### config.mk
export PLATFORM = sky130hd
export DESIGN_NAME = ppbuf_ctrl
export DESIGN_NICKNAME = d
export VERILOG_FILES = /design/src/rtl/ppbuf_pkg.sv /design/src/rtl/ppbuf_regs.sv /design/src/rtl/ppbuf_cnt.sv /design/src/rtl/ppbuf_sel.sv /design/src/rtl/ppbuf_err.sv /design/src/rtl/ppbuf_ctrl.sv
export SDC_FILE = /design/constraint.sdc
export NUM_CORES = 1
export LEC_CHECK = 0
export BUFFER_PORTS_ARGS = -buffer_cell sky130_fd_sc_hd__buf_2
export CAP_MARGIN = 20
export CORE_UTILIZATION = 35
export CTS_CLUSTER_SIZE = 40
export DETAILED_ROUTE_END_ITERATION = 6
export SLEW_MARGIN = 0
export SYNTH_ARGS = -nofsm -noshare
export SYNTH_HDL_FRONTEND = slang
export SYNTH_SLANG_ARGS = --single-unit
### constraint.sdc
create_clock -name clk -period 1.2 [get_ports clk]
set_input_delay 0.12 -clock clk [delete_from_list [all_inputs] [get_ports clk]]
set_output_delay 0.12 -clock clk [all_outputs]
set_load 0.02 [all_outputs]
### src/rtl/ppbuf_pkg.sv
package ppbuf_pkg;
  localparam int DATA_W = 8;
  localparam int ADDR_W = 3;

  localparam logic [ADDR_W-1:0] ADR_CTRL    = 3'd0;
  localparam logic [ADDR_W-1:0] ADR_STAT    = 3'd1;
  localparam logic [ADDR_W-1:0] ADR_CNTA_LO = 3'd2;
  localparam logic [ADDR_W-1:0] ADR_CNTA_HI = 3'd3;
  localparam logic [ADDR_W-1:0] ADR_CNTB_LO = 3'd4;
  localparam logic [ADDR_W-1:0] ADR_CNTB_HI = 3'd5;

  localparam int BIT_DIR    = 0;
  localparam int BIT_SEL    = 1;
  localparam int BIT_SELVLD = 2;
  localparam int BIT_AUTO   = 3;
  localparam int BIT_ERR    = 0;

  localparam int NUM_BUF = 2;

  typedef struct packed {
    logic dir;
    logic auto_en;
  } ctrl_t;
endpackage

### src/rtl/ppbuf_regs.sv
module ppbuf_regs
  import ppbuf_pkg::*;
#(
  parameter int CNT_W = 10
) (
  input  logic              clk,
  input  logic              rst_n,
  input  logic              reg_we,
  input  logic [ADDR_W-1:0] reg_addr,
  input  logic [DATA_W-1:0] reg_wdata,
  output logic [DATA_W-1:0] reg_rdata,
  input  logic              cur_sel,
  input  logic              err_q,
  input  logic [CNT_W-1:0]  cnt_a,
  input  logic [CNT_W-1:0]  cnt_b,
  output ctrl_t             ctrl_o,
  output logic              sel_wr_req,
  output logic              sel_wr_val,
  output logic              err_clr
);
  ctrl_t ctrl_q, ctrl_d;
  logic  ctrl_wr;
  logic  unused_wdata;

  assign ctrl_wr    = reg_we && (reg_addr == ADR_CTRL);
  assign sel_wr_req = ctrl_wr && reg_wdata[BIT_SELVLD];
  assign sel_wr_val = reg_wdata[BIT_SEL];
  assign err_clr    = reg_we && (reg_addr == ADR_STAT) && reg_wdata[BIT_ERR];
  assign unused_wdata = ^reg_wdata[DATA_W-1:BIT_AUTO+1];

  always_comb begin
    ctrl_d         = ctrl_q;
    ctrl_d.dir     = reg_wdata[BIT_DIR];
    ctrl_d.auto_en = reg_wdata[BIT_AUTO];
  end

  always_ff @(posedge clk or negedge rst_n) begin
    if (!rst_n) begin
      ctrl_q <= '0;
    end else if (ctrl_wr) begin
      ctrl_q <= ctrl_d;
    end
  end

  assign ctrl_o = ctrl_q;

  function automatic logic [DATA_W-1:0] cnt_byte(input logic [CNT_W-1:0] c,
                                                 input logic hi);
    logic [15:0] ext;
    ext = 16'(c);
    return hi ? ext[15:8] : ext[7:0];
  endfunction

  always_comb begin
    reg_rdata = '0;
    case (reg_addr)
      ADR_CTRL: begin
        reg_rdata[BIT_DIR]  = ctrl_q.dir;
        reg_rdata[BIT_SEL]  = cur_sel;
        reg_rdata[BIT_AUTO] = ctrl_q.auto_en;
      end
      ADR_STAT:    reg_rdata[BIT_ERR] = err_q;
      ADR_CNTA_LO: reg_rdata = cnt_byte(cnt_a, 1'b0);
      ADR_CNTA_HI: reg_rdata = cnt_byte(cnt_a, 1'b1);
      ADR_CNTB_LO: reg_rdata = cnt_byte(cnt_b, 1'b0);
      ADR_CNTB_HI: reg_rdata = cnt_byte(cnt_b, 1'b1);
      default:     reg_rdata = '0;
    endcase
  end

  AST_CTRL_HOLD: assert property (@(posedge clk) disable iff (!rst_n)
    !ctrl_wr |=> $stable(ctrl_q)) else $error("ctrl changed without write");
endmodule

### src/rtl/ppbuf_cnt.sv
module ppbuf_cnt #(
  parameter int BUF_BYTES = 512,
  parameter int CNT_W     = $clog2(BUF_BYTES + 1)
) (
  input  logic             clk,
  input  logic             rst_n,
  input  logic             clr_i,
  input  logic             inc_i,
  output logic [CNT_W-1:0] cnt_o
);
  localparam logic [CNT_W-1:0] FULL = CNT_W'(BUF_BYTES);

  logic [CNT_W-1:0] cnt_q, cnt_d;
  logic             cnt_en;

  always_comb begin
    cnt_en = clr_i || (inc_i && (cnt_q != FULL));
    if (clr_i) cnt_d = '0;
    else       cnt_d = cnt_q + 1'b1;
  end

  always_ff @(posedge clk or negedge rst_n) begin
    if (!rst_n) begin
      cnt_q <= '0;
    end else if (cnt_en) begin
      cnt_q <= cnt_d;
    end
  end

  assign cnt_o = cnt_q;

  AST_CNT_SAT: assert property (@(posedge clk) disable iff (!rst_n)
    cnt_q <= FULL) else $error("count above buffer size");
  AST_CNT_CLR: assert property (@(posedge clk) disable iff (!rst_n)
    clr_i |=> (cnt_q == '0)) else $error("count not cleared");
  AST_CNT_STEP: assert property (@(posedge clk) disable iff (!rst_n)
    (inc_i && !clr_i && (cnt_q < FULL)) |=> (cnt_q == $past(cnt_q) + 1'b1))
    else $error("count did not step");
endmodule

### src/rtl/ppbuf_sel.sv
module ppbuf_sel
  import ppbuf_pkg::*;
#(
  parameter int BUF_BYTES = 512,
  parameter int CNT_W     = $clog2(BUF_BYTES + 1)
) (
  input  logic               clk,
  input  logic               rst_n,
  input  logic               auto_en,
  input  logic               sel_wr_req,
  input  logic               sel_wr_val,
  input  logic               byte_wr,
  input  logic               xfer_end,
  input  logic [CNT_W-1:0]   cnt_a,
  input  logic [CNT_W-1:0]   cnt_b,
  output logic               sel_o,
  output logic [NUM_BUF-1:0] clr_o,
  output logic [NUM_BUF-1:0] inc_o
);
  localparam logic [CNT_W-1:0] LAST = CNT_W'(BUF_BYTES - 1);

  logic             sel_q, sel_d, sel_en;
  logic [CNT_W-1:0] act_cnt;
  logic             fill_done, hw_tog;

  always_comb begin
    act_cnt   = sel_q ? cnt_b : cnt_a;
    fill_done = byte_wr && (act_cnt >= LAST);
    hw_tog    = auto_en && !sel_wr_req && (fill_done || xfer_end);
    sel_en    = sel_wr_req || hw_tog;
    sel_d     = sel_wr_req ? sel_wr_val : ~sel_q;
  end

  always_ff @(posedge clk or negedge rst_n) begin
    if (!rst_n) begin
      sel_q <= 1'b0;
    end else if (sel_en) begin
      sel_q <= sel_d;
    end
  end

  for (genvar gi = 0; gi < NUM_BUF; gi++) begin : g_bufctl
    assign clr_o[gi] = (sel_wr_req && (sel_wr_val == 1'(gi))) ||
                       (hw_tog && (sel_q != 1'(gi)));
    assign inc_o[gi] = byte_wr && !sel_wr_req && (sel_q == 1'(gi));
  end

  assign sel_o = sel_q;

  AST_SEL_HOLD: assert property (@(posedge clk) disable iff (!rst_n)
    (!sel_wr_req && !auto_en) |=> $stable(sel_q)) else $error("select moved");
  AST_SEL_LOAD: assert property (@(posedge clk) disable iff (!rst_n)
    sel_wr_req |=> (sel_q == $past(sel_wr_val))) else $error("select not loaded");
  AST_ONE_INC: assert property (@(posedge clk) disable iff (!rst_n)
    $onehot0(inc_o)) else $error("two buffers counted");
endmodule

### src/rtl/ppbuf_err.sv
module ppbuf_err (
  input  logic clk,
  input  logic rst_n,
  input  logic dir,
  input  logic tok_in,
  input  logic tok_out,
  input  logic err_clr,
  output logic err_o
);
  logic err_q, err_d, err_en, bad_tok;

  always_comb begin
    bad_tok = dir ? tok_out : tok_in;
    err_en  = bad_tok || err_clr;
    err_d   = bad_tok;
  end

  always_ff @(posedge clk or negedge rst_n) begin
    if (!rst_n) begin
      err_q <= 1'b0;
    end else if (err_en) begin
      err_q <= err_d;
    end
  end

  assign err_o = err_q;

  AST_ERR_OUT_DIR: assert property (@(posedge clk) disable iff (!rst_n)
    (dir && tok_out) |=> err_q) else $error("OUT token missed");
  AST_ERR_IN_DIR: assert property (@(posedge clk) disable iff (!rst_n)
    (!dir && tok_in) |=> err_q) else $error("IN token missed");
  AST_ERR_STICKY: assert property (@(posedge clk) disable iff (!rst_n)
    (err_q && !err_clr) |=> err_q) else $error("flag dropped");
endmodule

### src/rtl/ppbuf_ctrl.sv
module ppbuf_ctrl
  import ppbuf_pkg::*;
#(
  parameter int BUF_BYTES = 512,
  localparam int CNT_W    = $clog2(BUF_BYTES + 1)
) (
  input  logic              clk,
  input  logic              rst_n,
  input  logic              reg_we,
  input  logic [ADDR_W-1:0] reg_addr,
  input  logic [DATA_W-1:0] reg_wdata,
  output logic [DATA_W-1:0] reg_rdata,
  input  logic              byte_wr,
  input  logic              xfer_end,
  input  logic              tok_in,
  input  logic              tok_out,
  output logic              buf_sel,
  output logic              dir,
  output logic              ep_err,
  output logic [CNT_W-1:0]  cnt_a,
  output logic [CNT_W-1:0]  cnt_b
);
  logic [1:0]         rst_pipe;
  logic               rst_n_s;
  ctrl_t              ctrl;
  logic               sel_wr_req, sel_wr_val, err_clr;
  logic [NUM_BUF-1:0] clr_v, inc_v;
  logic [CNT_W-1:0]   cnt_v [NUM_BUF];

  always_ff @(posedge clk or negedge rst_n) begin
    if (!rst_n) rst_pipe <= '0;
    else        rst_pipe <= {rst_pipe[0], 1'b1};
  end
  assign rst_n_s = rst_pipe[1];

  ppbuf_regs #(.CNT_W(CNT_W)) u_regs (
    .clk        (clk),
    .rst_n      (rst_n_s),
    .reg_we     (reg_we),
    .reg_addr   (reg_addr),
    .reg_wdata  (reg_wdata),
    .reg_rdata  (reg_rdata),
    .cur_sel    (buf_sel),
    .err_q      (ep_err),
    .cnt_a      (cnt_v[0]),
    .cnt_b      (cnt_v[1]),
    .ctrl_o     (ctrl),
    .sel_wr_req (sel_wr_req),
    .sel_wr_val (sel_wr_val),
    .err_clr    (err_clr)
  );

  ppbuf_sel #(.BUF_BYTES(BUF_BYTES), .CNT_W(CNT_W)) u_sel (
    .clk        (clk),
    .rst_n      (rst_n_s),
    .auto_en    (ctrl.auto_en),
    .sel_wr_req (sel_wr_req),
    .sel_wr_val (sel_wr_val),
    .byte_wr    (byte_wr),
    .xfer_end   (xfer_end),
    .cnt_a      (cnt_v[0]),
    .cnt_b      (cnt_v[1]),
    .sel_o      (buf_sel),
    .clr_o      (clr_v),
    .inc_o      (inc_v)
  );

  for (genvar gi = 0; gi < NUM_BUF; gi++) begin : g_cnt
    ppbuf_cnt #(.BUF_BYTES(BUF_BYTES), .CNT_W(CNT_W)) u_cnt (
      .clk   (clk),
      .rst_n (rst_n_s),
      .clr_i (clr_v[gi]),
      .inc_i (inc_v[gi]),
      .cnt_o (cnt_v[gi])
    );
  end

  ppbuf_err u_err (
    .clk     (clk),
    .rst_n   (rst_n_s),
    .dir     (ctrl.dir),
    .tok_in  (tok_in),
    .tok_out (tok_out),
    .err_clr (err_clr),
    .err_o   (ep_err)
  );

  assign dir   = ctrl.dir;
  assign cnt_a = cnt_v[0];
  assign cnt_b = cnt_v[1];

  AST_SWITCH_CLEARS: assert property (@(posedge clk) disable iff (!rst_n_s)
    (buf_sel != $past(buf_sel)) |-> (cnt_v[buf_sel] == '0))
    else $error("new buffer not empty");
endmodule

==> metrics.txt <==
TritonRoute pass-1 iters=4; crit path DAT=1.54 ns; Final ANT Viol Nets=0; Synth cell types=42; R2R Path End=g_cnt[1].u_cnt.cnt_o[8]$_DFFE_PN0P_; Final #Nets=332; # clock sinks=26; DR WL/cell=16.52 um; Placer Congestion=0.8764; DRC=0; Worst Path Required=1.08 ns; number of fill cells=333; Slew Limit Fails=0; critical path type=register to primary output; fin cells=360; switch share=0.3820; failing checks=negative setup slack; Post-Place Cells=334; combinational share of power=0.557; CTS tree=done; top-area cell type share of the netlist area=0.3829; critical path startpoint=g_cnt[1].u_cnt.cnt_o[0]$_DFFE_PN0P_; worst hold path class=input pin to register; CP cell instances=mux4_2 -> a22oi_2 -> nor2_2 -> buf_6; Synth Register Bits=26; ant diodes=0; Top Ports=49; max_cap viols=0; worst skew pair latency=0.27 ns; Final Cycle Share=1.381; slowest library cell on the worst path=mux4_2; remaining global-route overflow=0; most frequent cells in the layout=59 x buf_4, 32 x buf_2, 31 x nor2_1; syn_nets=212; final instance area=3083 um^2; Avg Vias per Cell=5.414; Reg clk slew, reported paths=0.10 ns; Sw Pwr=1754 uW; num rows=24; outcome=finished, violations left; crit start category=register; first-pass GRT wire length=8597 um; htree depth=1; Mapped Area=1699 um^2; root buf cell=clkbuf_8; most common cell after layout, fill and taps aside=buf_4; Internal=2837 uW; leakage power=0.001392 uW; Cells on Worst Hold Path=3; Mapped Cells=189; TritonCTS Buffers=3; cells on worst reg2reg path=9; Peak VDD IR=670.0 uV; unrepaired setup endpoints after global routing=yes; largest cells by area after synthesis=dfrtp_1 38%, nor2_1 7.7%, xor2_1 5.7%, nand3_1 4.4%, ha_1 3.7%; I/O Buffers=44; worst r2r src=g_cnt[1].u_cnt.cnt_o[0]$_DFFE_PN0P_; Seq pwr share=0.281; final hold slack=0.05542 ns; final setup vio count=32; layout cells sized above 1=0.6364; syn_area_per_cell=8.990 um^2; cell taking the most area after synthesis=dfrtp_1; die height=71.68 um; largest net degree at the start of global routing=25; minimum clock period after layout=1.657 ns; Iter 0 DRT Violations=106; Critical Path Max Stage Delay=0.47 ns; Starting Density=0.3772; Reg2Reg Setup Slack=-0.41 ns; Final WS setup=-0.4567 ns; Pwr Density=1489 nW/um^2; CP Max Fanout=2; wirelength, routed=5948 um; crit path to=reg_rdata[0]; fmax=603.6 MHz; antenna violations before repair=0; GRT Overall Usage=0.2159; Overall Power=4591 uW; Seq/Total Area, Yosys=0.3829; Clock Power Share=0.163; DP HPWL=3782 um; Max Clock Skew=0.007028 ns; CTS max path bufs=2; final hold vios=0; Yosys warning count=0; Area Growth Syn to Fin=81.44%; Chip Width=71.68 um; Placed Instance Area=2451 um^2; Vias=1949; crit path capture type=primary output; Core ar.=4504 um^2; Die ar.=5137 um^2; vias in the first global route=1772; setup TNS=-8.493 ns
-- sequential cells by signal (all words and copies together), names as in the netlist --
signal and count:
u_sel.sel_o 1, u_err.err_o 1, rst_pipe 2, u_regs.ctrl_o 2
g_cnt.u_cnt.cnt_o 20
-- worst max-delay path, delay by kind of cell, from the launching register on --
| family | cells | cell delay (ns) |
|---|---|---|
| simple gates | 1 | 0.05 |
| flops | 1 | 0.42 |
| buf+inv | 1 | 0.12 |
| mux | 1 | 0.47 |
| compound gates | 1 | 0.19 |
-- routing by layer --
layer	vias up	global-route usage	share of wire
li1	908	-	-
met1	955	0.3259	0.45
met2	69	0.3312	0.48
met3	17	0.02391	0.045
met4	0	0.05229	0.024
met5	-	0	0
-- metrics by stage --
step / utilization / setup slack [ns]
3_5_place_dp: 0.5442 / -0.3089
2_1_floorplan: - / -0.3434
5_1_grt: 0.6844 / -0.5182
3_3_place_gp: 0.5442 / -0.2848
4_1_cts: 0.6272 / -0.4923
6_report: 0.6844 / -0.4567
-- cells by family after synthesis --
group                      Yosys count  synth area share
AOI/OAI and AO/OA                   25            0.1090
adders and majority gates            5           0.03682
buffers and inverters               14           0.04271
muxes                                7           0.05229
xor gates and xnor gates            18           0.09278
and+or+nand+nor                     93            0.2813
DFF                                 26            0.3829
other                                1          0.002207
-- worst min path at each step --
| stage | start | to | slack (ns) |
|---|---|---|---|
| final | tok_in | u_err.err_o$_DFFE_PN0P_ | 0.06 |
| after global routing | reg_wdata[3] | u_regs.ctrl_o[0]$_DFFE_PN0N_ | 0.07 |
| after CTS | tok_in | u_err.err_o$_DFFE_PN0P_ | 0.06 |
| after detailed placement | rst_n | rst_pipe[0]$_DFF_PN0_ | -0.09 |
| after global placement | rst_n | rst_pipe[0]$_DFF_PN0_ | -0.09 |
| after floorplan | rst_n | rst_pipe[0]$_DFF_PN0_ | -0.18 |
-- power by group through the flow --
stage | clock network (uW) | logic [uW] | registers (uW)
floorplan | 0 | 838 | 1480
global placement | 0 | 1760 | 1280
detailed placement | 0 | 1770 | 1290
CTS | 751 | 2120 | 1280
global route | 796 | 2720 | 1310
finish | 746 | 2560 | 1290
-- synth_stat cells, drive strengths merged --
| library cell | instances |
|---|---|
| conb | 1 |
| ha | 5 |
| nor2 | 36 |
| nand3b | 1 |
| mux4 | 1 |
| dfrtp | 26 |
| nand2b | 2 |
| nor2b | 1 |
| buf | 5 |
| o41ai | 1 |
| mux2 | 2 |
| o21ai | 3 |
| or3 | 1 |
| o211ai | 4 |
| nor3b | 1 |
| nor4 | 2 |
| nand4 | 8 |
| clkbuf | 2 |
| nand3 | 15 |
| nor4b | 4 |
| and2 | 1 |
| mux2i | 4 |
| nor3 | 4 |
| o32ai | 1 |
| o31ai | 1 |
| inv | 7 |
| nand2 | 15 |
| xnor2 | 7 |
| a31oi | 2 |
| xor2 | 11 |
| and4 | 1 |
| nand4b | 1 |
| a22oi | 6 |
| a21oi | 7 |
-- final cells by class --
| type | count | area (um^2) | share of cell area |
|---|---|---|---|
| Multi-Input combinational cell | 150 | 1285 | 0.4168 |
| Tap cell | 52 | 65.06 | 0.02110 |
| Timing Repair Buffer | 121 | 957.2 | 0.3105 |
| Clock inverter | 1 | 30.03 | 0.009740 |
| Clock buffer | 3 | 41.29 | 0.01339 |
| Inverter | 7 | 32.53 | 0.01055 |
| Sequential cell | 26 | 671.9 | 0.2179 |
-- timing repair --
action | 4_1_cts | 5_1_grt
buffers inserted | 8 | 15
endpoints found under the hold margin | 2 | 0
endpoints found under the setup margin | 29 | 35
hold buffers | 1 | 0
pin swaps | 26 | 29
gates cloned | 1 | 0
gates resized for setup | 49 | 37
Power figures use the tool's default switching activity.
